$ cat src/rtl/pib_pkg.sv
package pib_pkg;
  typedef enum logic {
    SRC_QUEUE = 1'b0,
    SRC_REG   = 1'b1
  } err_src_e;

  typedef enum logic {
    POL_COMMIT    = 1'b0,
    POL_PROPAGATE = 1'b1
  } policy_e;

  // Pick the reported index: a register read outranks a retirement.
  function automatic logic [15:0] pick_id(input logic rd_hit, input logic [15:0] reg_no,
                                          input logic cm_hit, input logic [15:0] q_idx);
    if (rd_hit) return reg_no;
    if (cm_hit) return q_idx;
    return 16'd0;
  endfunction
endpackage

$ cat src/rtl/pib_qtags.sv
module pib_qtags #(
  parameter int QDEPTH = 8,
  parameter int WORD_W = 16,
  localparam int QIW = $clog2(QDEPTH)
) (
  input  logic              clk,
  input  logic              rst_n,
  input  logic              mode_prop,
  input  logic              iss_valid,
  input  logic [QIW-1:0]    iss_idx,
  input  logic [WORD_W-1:0] iss_word,
  input  logic              iss_par,
  input  logic              iss_neutral,
  input  logic              cmt_valid,
  input  logic [QIW-1:0]    cmt_idx,
  input  logic              cmt_wrong_path,
  input  logic              cmt_has_dst,
  input  logic              sq_valid,
  input  logic [QIW-1:0]    sq_idx,
  output logic              cmt_err_evt,
  output logic              fwd_wr,
  output logic              fwd_tag
);
  import pib_pkg::*;

  function automatic logic parity_bad(input logic [WORD_W-1:0] w, input logic p);
    return ^{w, p};
  endfunction

  logic [QDEPTH-1:0] tags;
  logic              new_tag;
  logic              cmt_tag;
  logic              cmt_good;

  assign new_tag  = parity_bad(iss_word, iss_par) & ~iss_neutral;
  assign cmt_tag  = tags[cmt_idx];
  assign cmt_good = cmt_valid & ~cmt_wrong_path;

  assign fwd_wr      = cmt_good & cmt_has_dst & (mode_prop == POL_PROPAGATE);
  assign fwd_tag     = cmt_tag;
  assign cmt_err_evt = cmt_good & cmt_tag & ~fwd_wr;

  for (genvar g = 0; g < QDEPTH; g++) begin : g_entry
    logic hit_iss, hit_free;
    assign hit_iss  = iss_valid & (iss_idx == QIW'(g));
    assign hit_free = (cmt_valid & (cmt_idx == QIW'(g))) | (sq_valid & (sq_idx == QIW'(g)));
    always_ff @(posedge clk or negedge rst_n) begin
      if (!rst_n)        tags[g] <= 1'b0;
      else if (hit_iss)  tags[g] <= new_tag;
      else if (hit_free) tags[g] <= 1'b0;
    end
  end

  p_neutral_unmarked_r2: assert property (@(posedge clk) disable iff (!rst_n)
    iss_valid && iss_neutral |=> !tags[$past(iss_idx)]);

  p_squash_clears_r5: assert property (@(posedge clk) disable iff (!rst_n)
    sq_valid && !(iss_valid && iss_idx == sq_idx) |=> !tags[$past(sq_idx)]);

  p_wrong_path_frees_r4: assert property (@(posedge clk) disable iff (!rst_n)
    cmt_valid && cmt_wrong_path && !(iss_valid && iss_idx == cmt_idx) |=> !tags[$past(cmt_idx)]);
endmodule

$ cat src/rtl/pib_rtags.sv
module pib_rtags #(
  parameter int NREG = 16,
  localparam int RIW = $clog2(NREG)
) (
  input  logic           clk,
  input  logic           rst_n,
  input  logic           wr_en,
  input  logic [RIW-1:0] wr_reg,
  input  logic           wr_tag,
  input  logic           rd_valid,
  input  logic [RIW-1:0] rd_reg,
  output logic           rd_err_evt
);
  logic [NREG-1:0] rtag;

  // Read sees the mark held before any same-cycle write.
  assign rd_err_evt = rd_valid & rtag[rd_reg];

  for (genvar g = 0; g < NREG; g++) begin : g_reg
    always_ff @(posedge clk or negedge rst_n) begin
      if (!rst_n)                              rtag[g] <= 1'b0;
      else if (wr_en && wr_reg == RIW'(g))     rtag[g] <= wr_tag;
    end
  end

  p_clean_write_clears_r8: assert property (@(posedge clk) disable iff (!rst_n)
    wr_en && !wr_tag |=> !rtag[$past(wr_reg)]);

  p_marked_write_sets_r6: assert property (@(posedge clk) disable iff (!rst_n)
    wr_en && wr_tag |=> rtag[$past(wr_reg)]);
endmodule

$ cat src/rtl/pib_report.sv
module pib_report #(
  parameter int QIW = 3,
  parameter int RIW = 4,
  localparam int IDW = (QIW > RIW) ? QIW : RIW
) (
  input  logic           clk,
  input  logic           rst_n,
  input  logic           cmt_err_evt,
  input  logic [QIW-1:0] cmt_idx,
  input  logic           rd_err_evt,
  input  logic [RIW-1:0] rd_reg,
  output logic           err_pulse,
  output logic           err_from_reg,
  output logic [IDW-1:0] err_id
);
  import pib_pkg::*;

  logic [15:0] id_next;
  assign id_next = pick_id(rd_err_evt, 16'(rd_reg), cmt_err_evt, 16'(cmt_idx));

  always_ff @(posedge clk or negedge rst_n) begin
    if (!rst_n) begin
      err_pulse    <= 1'b0;
      err_from_reg <= SRC_QUEUE;
      err_id       <= '0;
    end else begin
      err_pulse    <= rd_err_evt | cmt_err_evt;
      err_from_reg <= rd_err_evt ? SRC_REG : SRC_QUEUE;
      err_id       <= id_next[IDW-1:0];
    end
  end

  p_read_wins_r10: assert property (@(posedge clk) disable iff (!rst_n)
    rd_err_evt |=> err_pulse && err_from_reg && err_id == IDW'($past(rd_reg)));

  p_commit_report_r3: assert property (@(posedge clk) disable iff (!rst_n)
    cmt_err_evt && !rd_err_evt |=> err_pulse && !err_from_reg && err_id == IDW'($past(cmt_idx)));
endmodule

$ cat src/rtl/pib_tracker.sv
module pib_tracker #(
  parameter int QDEPTH = 8,
  parameter int WORD_W = 16,
  parameter int NREG   = 16,
  localparam int QIW = $clog2(QDEPTH),
  localparam int RIW = $clog2(NREG),
  localparam int IDW = (QIW > RIW) ? QIW : RIW
) (
  input  logic              clk,
  input  logic              rst_n,
  input  logic              mode_prop,
  input  logic              iss_valid,
  input  logic [QIW-1:0]    iss_idx,
  input  logic [WORD_W-1:0] iss_word,
  input  logic              iss_par,
  input  logic              iss_neutral,
  input  logic              cmt_valid,
  input  logic [QIW-1:0]    cmt_idx,
  input  logic              cmt_wrong_path,
  input  logic              cmt_has_dst,
  input  logic [RIW-1:0]    cmt_dst,
  input  logic              sq_valid,
  input  logic [QIW-1:0]    sq_idx,
  input  logic              rd_valid,
  input  logic [RIW-1:0]    rd_reg,
  output logic              err_pulse,
  output logic              err_from_reg,
  output logic [IDW-1:0]    err_id
);
  logic cmt_err_evt, fwd_wr, fwd_tag, rd_err_evt;

  pib_qtags #(.QDEPTH(QDEPTH), .WORD_W(WORD_W)) u_q (
    .clk, .rst_n, .mode_prop,
    .iss_valid, .iss_idx, .iss_word, .iss_par, .iss_neutral,
    .cmt_valid, .cmt_idx, .cmt_wrong_path, .cmt_has_dst,
    .sq_valid, .sq_idx,
    .cmt_err_evt, .fwd_wr, .fwd_tag
  );

  pib_rtags #(.NREG(NREG)) u_r (
    .clk, .rst_n,
    .wr_en(fwd_wr), .wr_reg(cmt_dst), .wr_tag(fwd_tag),
    .rd_valid, .rd_reg, .rd_err_evt
  );

  pib_report #(.QIW(QIW), .RIW(RIW)) u_rep (
    .clk, .rst_n, .cmt_err_evt, .cmt_idx, .rd_err_evt, .rd_reg,
    .err_pulse, .err_from_reg, .err_id
  );

  p_quiet_without_consumer_r1: assert property (@(posedge clk) disable iff (!rst_n)
    !cmt_valid && !rd_valid |=> !err_pulse);

  p_wrong_path_quiet_r4: assert property (@(posedge clk) disable iff (!rst_n)
    cmt_valid && cmt_wrong_path && !rd_valid |=> !err_pulse);

  p_idle_id_zero_r11: assert property (@(posedge clk) disable iff (!rst_n)
    !err_pulse |-> err_id == '0);
endmodule

$ cat config.mk
export PLATFORM = sky130hd
export DESIGN_NAME = pib_tracker
export DESIGN_NICKNAME = d
export VERILOG_FILES = /design/src/rtl/pib_pkg.sv /design/src/rtl/pib_qtags.sv /design/src/rtl/pib_rtags.sv /design/src/rtl/pib_report.sv /design/src/rtl/pib_tracker.sv
export SDC_FILE = /design/constraint.sdc
export NUM_CORES = 1
export LEC_CHECK = 0
export BUFFER_PORTS_ARGS = -buffer_cell sky130_fd_sc_hd__buf_2
export CAP_MARGIN = 5
export CORE_MARGIN = 2
export CORE_UTILIZATION = 25
export CTS_BUF_LIST = sky130_fd_sc_hd__clkbuf_4 sky130_fd_sc_hd__clkbuf_8 sky130_fd_sc_hd__clkbuf_16
export CTS_CLUSTER_DIAMETER = 200
export CTS_CLUSTER_SIZE = 24
export DETAILED_ROUTE_END_ITERATION = 12
export SYNTH_ARGS = -nofsm -noshare
export SYNTH_HDL_FRONTEND = slang
export SYNTH_SLANG_ARGS = --single-unit
$ cat constraint.sdc
create_clock -name clk -period 3.6 [get_ports clk]
set_input_delay 0.36 -clock clk [delete_from_list [all_inputs] [get_ports clk]]
set_output_delay 0.36 -clock clk [all_outputs]
set_load 0.02 [all_outputs]
==> results of run 1 <==
cell usage after synthesis, types with 6 or more instances:
library cell | instances | area [um^2]
sky130_fd_sc_hd__mux2_2 | 17 | 191
sky130_fd_sc_hd__nand3_1 | 18 | 90.1
sky130_fd_sc_hd__nor2b_1 | 6 | 37.5
sky130_fd_sc_hd__nand2_1 | 9 | 33.8
sky130_fd_sc_hd__dfrtp_1 | 30 | 751
sky130_fd_sc_hd__o31ai_1 | 7 | 52.6
sky130_fd_sc_hd__nor3_1 | 6 | 30.0
sky130_fd_sc_hd__inv_1 | 7 | 26.3
sky130_fd_sc_hd__nor2_1 | 18 | 67.6
sky130_fd_sc_hd__xnor2_1 | 10 | 87.6
sky130_fd_sc_hd__nand4_1 | 11 | 68.8
sky130_fd_sc_hd__mux2i_1 | 10 | 100
where the power goes:
part,internal [mW],switching (mW)
Clock,0.153,0.127
Sequential,0.368,0.0164
Combinational,0.102,0.125
worst paths after layout:
kind	startpoint	to	slack [ns]	depth (start not counted)
min	rst_n	u_r.rtag[1]	0.10	1
max reg2reg	u_r.rtag[6]	u_rep.err_id[0]	1.78	5
min in group clk	rd_valid	u_rep.err_id[3]	0.31	3
min reg2reg	u_q.tags[0]	u_q.tags[0]	0.51	2
max in group asynchronous	rst_n	u_q.tags[3]	3.07	1
max	u_r.rtag[6]	u_rep.err_id[0]	1.78	5
layout make-up:
type	count	area [um^2]	share of cell area [%]
sequential	30	751	32.4
tap	99	124	5.35
clock inverter	2	12.5	0.541
inverter	7	26.3	1.14
timing repair buffer	49	245	10.6
clock buffer	6	82.6	3.57
multi-input combinational	141	1070	46.3
layer usage:
layer | wire length, um | up-vias | global-route usage, %
met5 | 0 | - | 0
met4 | 59 | 0 | 3.91
met3 | 130 | 7 | 2.17
met2 | 2200 | 31 | 19.7
met1 | 1890 | 743 | 13.4
li1 | - | 774 | -
logic make-up after synthesis:
kind of cell,after synthesis
AOI/OAI and AO/OA,17
xor gates and xnor gates,14
buffers and inverters,13
DFF,30
muxes,30
and+or+nand+nor,80
per-stage QoR:
step	power (mW)	setup WS (ns)	area, um^2
after CTS	0.902	1.78	2310
after global placement	0.616	1.52	2220
after floorplan	0.542	1.71	1880
after global routing	0.948	1.67	2310
final	0.893	1.78	2310
after detailed placement	0.618	1.51	2220
==> run summary, run 1 <==
==========================================================================================
Static leakage                                                                     1.09 nW
Crit path kind                                                                flop to flop
Number of slew-limit violations in the final report                                      0
Total Nets Final                                                                       278
Total buffers and inverters traversed by the critical path                               0
Critical path's slowest cell                                                  sky130_fd_sc_hd__mux4_2
Maximum number of pins on one net before global-route repair                            31
Final routed wirelength across all metal layers                                    4.29 mm
Die area                                                                         8240 um^2
Kind of capture point of the worst setup path                                         flop
Clock edge transition at the registers on the reported setup and hold paths        0.07 ns
Register bank with the most flops                                                 u_r.rtag
Cell Chain, Critical Path                                                     mux4_2 -> and2_4 -> a211oi_2 -> a211o_4 -> mux2_4
Hold-fix buffer count after cts                                                          0
PostCTS Resize Cnt                                                                       0
Clock tree from TritonCTS                                                             done
Commonest non-fill, non-tap cells in the layout                               sky130_fd_sc_hd__buf_2, sky130_fd_sc_hd__dfrtp_1, sky130_fd_sc_hd__nand3_1, sky130_fd_sc_hd__nor2_1, sky130_fd_sc_hd__mux2_2
Setup-violating endpoint count in the final report                                       0
Post-Synthesis Net Count                                                               228
Layout cells sized above 1                                                           34.5%
Maximum vdd ir drop                                                               0.129 mV
Antenna viol nets, final                                                                 0
Max-Cap Viols                                                                            0
Area share of xor/xnor cells in the synthesized design                               8.37%
DRC violation count after routing                                                        0
Clock net sink count                                                                    30
Global-route congestion overflow total                                                   0
Skew-Pair Late Insertion Delay                                                     0.28 ns
Peak per-stage delay on the critical path                                          0.45 ns
Power Density                                                                  386 nW/um^2
Total via count after detailed routing                                                1555
Diodes inserted                                                                          0
Count of distinct cell types in the synthesized netlist                                 37
Simple-gate share of the synthesized area                                            22.2%
Most used flip-flop cell after synthesis                                      sky130_fd_sc_hd__dfrtp_1
Setup skew after layout                                                         0.00490 ns
Headroom to the max-slew limit                                                       56.6%
Standard cell core area                                                          7290 um^2
Number of CTS-inserted buffers                                                           5
Number of global-route vias before repair                                             1609
IO Port Bufs                                                                            49
Yosys synthesis warning count                                                            0
Drt via density                                                                       4.66
Non-filler instance count after layout                                                 334
Violation count after the first detailed-routing iteration                             104
Die width                                                                          90.8 um
Period utilization                                                                   50.5%
Number of filler instances in the final layout                                         790
First drt pass iteration count                                                           4
Outcome                                                                       complete, no violations
Worst path top cell family by delay                                           multiplexers
Wire length of the first global-routing pass                                       7.49 mm
Proportion of synthesized area in mux cells                                          18.9%
Synthesized area per cell                                                        10.2 um^2
Worst Hold Class                                                              input pin to asynchronous set/reset pin
Arr. time, crit path                                                               1.99 ns
Dominant combinational cell family by area after synthesis                    simple AND/OR/NAND/NOR gates
RePlAce Congestion                                                                   0.886
Number of H-tree levels                                                                  2
Site Rows                                                                               31
Final period demand of the worst path                                              1.82 ns
Adder-cell area share of the yosys netlist                                              0%
Detailed placement HPWL                                                            3.35 mm
Type of element launching the critical path                                           flop
Number of top-level pins                                                                50
Post-Syn Instances                                                                     184
Part of the Yosys area used for sequential elements                                  39.9%
Initial core utilization                                                             25.8%
Registers with the most flip-flops                                            u_r.rtag: 16 flops, u_q.tags: 8 flops, u_rep.err_id: 4 flops
Die Y-Extent                                                                       90.8 um
Synthesis-to-layout area growth                                                      22.9%
EDFF count, synth                                                                        0
Average wire length per cell after detail routing                                  12.8 um
Post-synthesis register bit count                                                       30
Compound-Gate Fraction of Synth Area                                                 7.51%
Maximum operating frequency                                                        550 MHz
Syn Std Cell Area                                                                1880 um^2
Largest buffer count on any clock path                                                   2
Data required time of the critical path                                            3.77 ns
CTS root buffer                                                               sky130_fd_sc_hd__clkbuf_8
Final count of hold timing violations                                                    0
Flip-flop count of the largest register, all copies and words added                     16
Proportion of synthesized flip-flops having asynchronous set or reset                 100%
Share of the core filled with cells in the final layout                              31.7%
Post CTS Setup Buffer Count                                                              0
Antenna violations before repair                                                         0
Smallest hold slack                                                               0.101 ns
RSZ-0062 raised after global routing                                                    no
Number of cells in the design after placement                                          326
Global Route Usage Sum                                                               11.1%
Leading cell type in the layout, fill and taps excluded                       sky130_fd_sc_hd__buf_2
Peak fanout along the critical path                                                      5
Sum Neg Setup Slack                                                                   0 ns
Tightest Pin Transition                                                           0.651 ns
==========================================================================================
Note: power is estimated with default switching activity, not from simulation.
==> run 2: changes to the inputs <==
==> constraint.sdc (replaced) <==
create_clock -name clk -period 1.6 [get_ports clk]
set_input_delay 0.16 -clock clk [delete_from_list [all_inputs] [get_ports clk]]
set_output_delay 0.16 -clock clk [all_outputs]
set_load 0.02 [all_outputs]
==> run summary, run 2 (synthesized netlist as in run 1, its figures left out) <==
==========================================================================================
Number of CTS-inserted buffers                                                           5
RSZ-0062 raised after global routing                                                   yes
Max-Cap Viols                                                                            0
Antenna violations before repair                                                         0
Share of the core filled with cells in the final layout                              33.6%
Die Y-Extent                                                                       90.8 um
IO Port Bufs                                                                            49
DRC violation count after routing                                                        0
Global-route congestion overflow total                                                   0
First drt pass iteration count                                                           4
Leading cell type in the layout, fill and taps excluded                       sky130_fd_sc_hd__buf_2
Data required time of the critical path                                            1.76 ns
Setup skew after layout                                                         0.00457 ns
Total via count after detailed routing                                                1621
Skew-Pair Late Insertion Delay                                                     0.28 ns
Maximum number of pins on one net before global-route repair                            31
Final Instance Area                                                              2450 um^2
Global Route Usage Sum                                                               11.1%
RePlAce Congestion                                                                   0.813
Smallest hold slack                                                               0.105 ns
Wire length of the first global-routing pass                                       7.38 mm
Synthesis-to-layout area growth                                                      30.2%
Headroom to the max-slew limit                                                       54.7%
Clock net sink count                                                                    30
Layout cells sized above 1                                                           38.7%
Clock edge transition at the registers on the reported setup and hold paths        0.06 ns
Largest buffer count on any clock path                                                   2
Violated checks                                                               negative setup slack
CTS root buffer                                                               sky130_fd_sc_hd__clkbuf_8
Number of global-route vias before repair                                             1582
Detailed placement HPWL                                                            3.46 mm
Diodes inserted                                                                          0
Peak fanout along the critical path                                                      2
Kind of capture point of the worst setup path                                         flop
Average wire length per cell after detail routing                                  13.0 um
Static leakage                                                                     1.16 nW
Antenna viol nets, final                                                                 0
Commonest non-fill, non-tap cells in the layout                               sky130_fd_sc_hd__buf_2, sky130_fd_sc_hd__dfrtp_1, sky130_fd_sc_hd__nand3_1, sky130_fd_sc_hd__nor2_1, sky130_fd_sc_hd__mux2_2
Final count of hold timing violations                                                    0
Total Nets Final                                                                       293
Power Density                                                                  841 nW/um^2
Number of top-level pins                                                                50
Final worst-path setup slack                                                    -0.0689 ns
Tightest Pin Transition                                                           0.680 ns
Crit path kind                                                                flop to flop
Outcome                                                                       finished, violations left
Flip-flop count of the largest register, all copies and words added                     16
Maximum vdd ir drop                                                               0.261 mV
Final period demand of the worst path                                              1.67 ns
Worst Hold Class                                                              input pin to flop
Maximum operating frequency                                                        599 MHz
Die width                                                                          90.8 um
Placement-stage cell area                                                        2330 um^2
Registers with the most flip-flops                                            u_r.rtag: 16 flops, u_q.tags: 8 flops, u_rep.err_id: 4 flops
Number of slew-limit violations in the final report                                      0
Worst setup slack for register-to-register paths                                  -0.07 ns
Arr. time, crit path                                                               1.83 ns
Clock tree from TritonCTS                                                             done
Standard cell core area                                                          7290 um^2
Die area                                                                         8240 um^2
Type of element launching the critical path                                           flop
Total design power                                                                 2.06 mW
Register bank with the most flops                                                 u_r.rtag
Period utilization                                                                    104%
Number of H-tree levels                                                                  2
Pre-CTS setup slack                                                              -0.117 ns
Initial core utilization                                                             25.8%
Final routed wirelength across all metal layers                                    4.50 mm
Violation count after the first detailed-routing iteration                             143
Drt via density                                                                       4.67
Setup-violating endpoint count in the final report                                       3
Site Rows                                                                               31
==========================================================================================
run 2: final timing paths:
| kind | start | end | depth (start not counted) |
|---|---|---|---|
| max in group asynchronous | rst_n | u_rep.err_pulse | 2 |
| worst max register to register | u_r.rtag[6] | u_rep.err_id[0] | 5 |
| min in group asynchronous | rst_n | u_rep.err_id[3] | 2 |
| worst max-delay path | u_r.rtag[6] | u_rep.err_id[0] | 5 |
| worst min register to register | u_r.rtag[4] | u_r.rtag[4] | 1 |
| worst min-delay path | rd_valid | u_rep.err_id[3] | 3 |
run 2: layout make-up:
type | count | area [um^2]
Inverter | 7 | 26.3
Timing Repair Buffer | 63 | 369
Tap cell | 99 | 124
Clock buffer | 6 | 82.6
Sequential cell | 30 | 751
Fill cell | 792 | 4840
Multi-Input combinational cell | 142 | 1100
run 2: stage by stage:
step	setup TNS, ns	cells
after floorplan	-0.0578	184
after global placement	-0.563	337
after detailed placement	-0.805	337
after CTS	-0.166	345
after global routing	-0.443	347
final	-0.127	347
run 2: report_power, final:
part           switching (mW)  internal, mW
clock                   0.255         0.331
combinational           0.309         0.304
sequential             0.0343         0.829
run 2: metal layers:
metal / up-vias / global-route usage, % / share of wire [%]
met5: - / 0 / 0
met4: 0 / 3.03 / 0.51
met3: 2 / 2.92 / 4.4
met2: 39 / 18.9 / 51
met1: 780 / 13.8 / 44
li1: 800 / - / -
run 2: timing repair:
action | 4_1_cts | 5_1_grt
gates resized for setup | 1 | 1
setup endpoints to repair | 3 | 21
hold endpoints to repair | 30 | 0
cloned | 0 | 1
pin swaps | 1 | 1
hold buffers | 1 | 0
buffers inserted | 1 | 1
run 2: critical path, stage by stage, from the launching register on:
cell and delay [ns]:
sky130_fd_sc_hd__dfrtp_1 0.38, sky130_fd_sc_hd__mux4_2 0.45, sky130_fd_sc_hd__and2_4 0.15, sky130_fd_sc_hd__a211oi_2 0.16
sky130_fd_sc_hd__a211o_4 0.14, sky130_fd_sc_hd__mux2_4 0.29
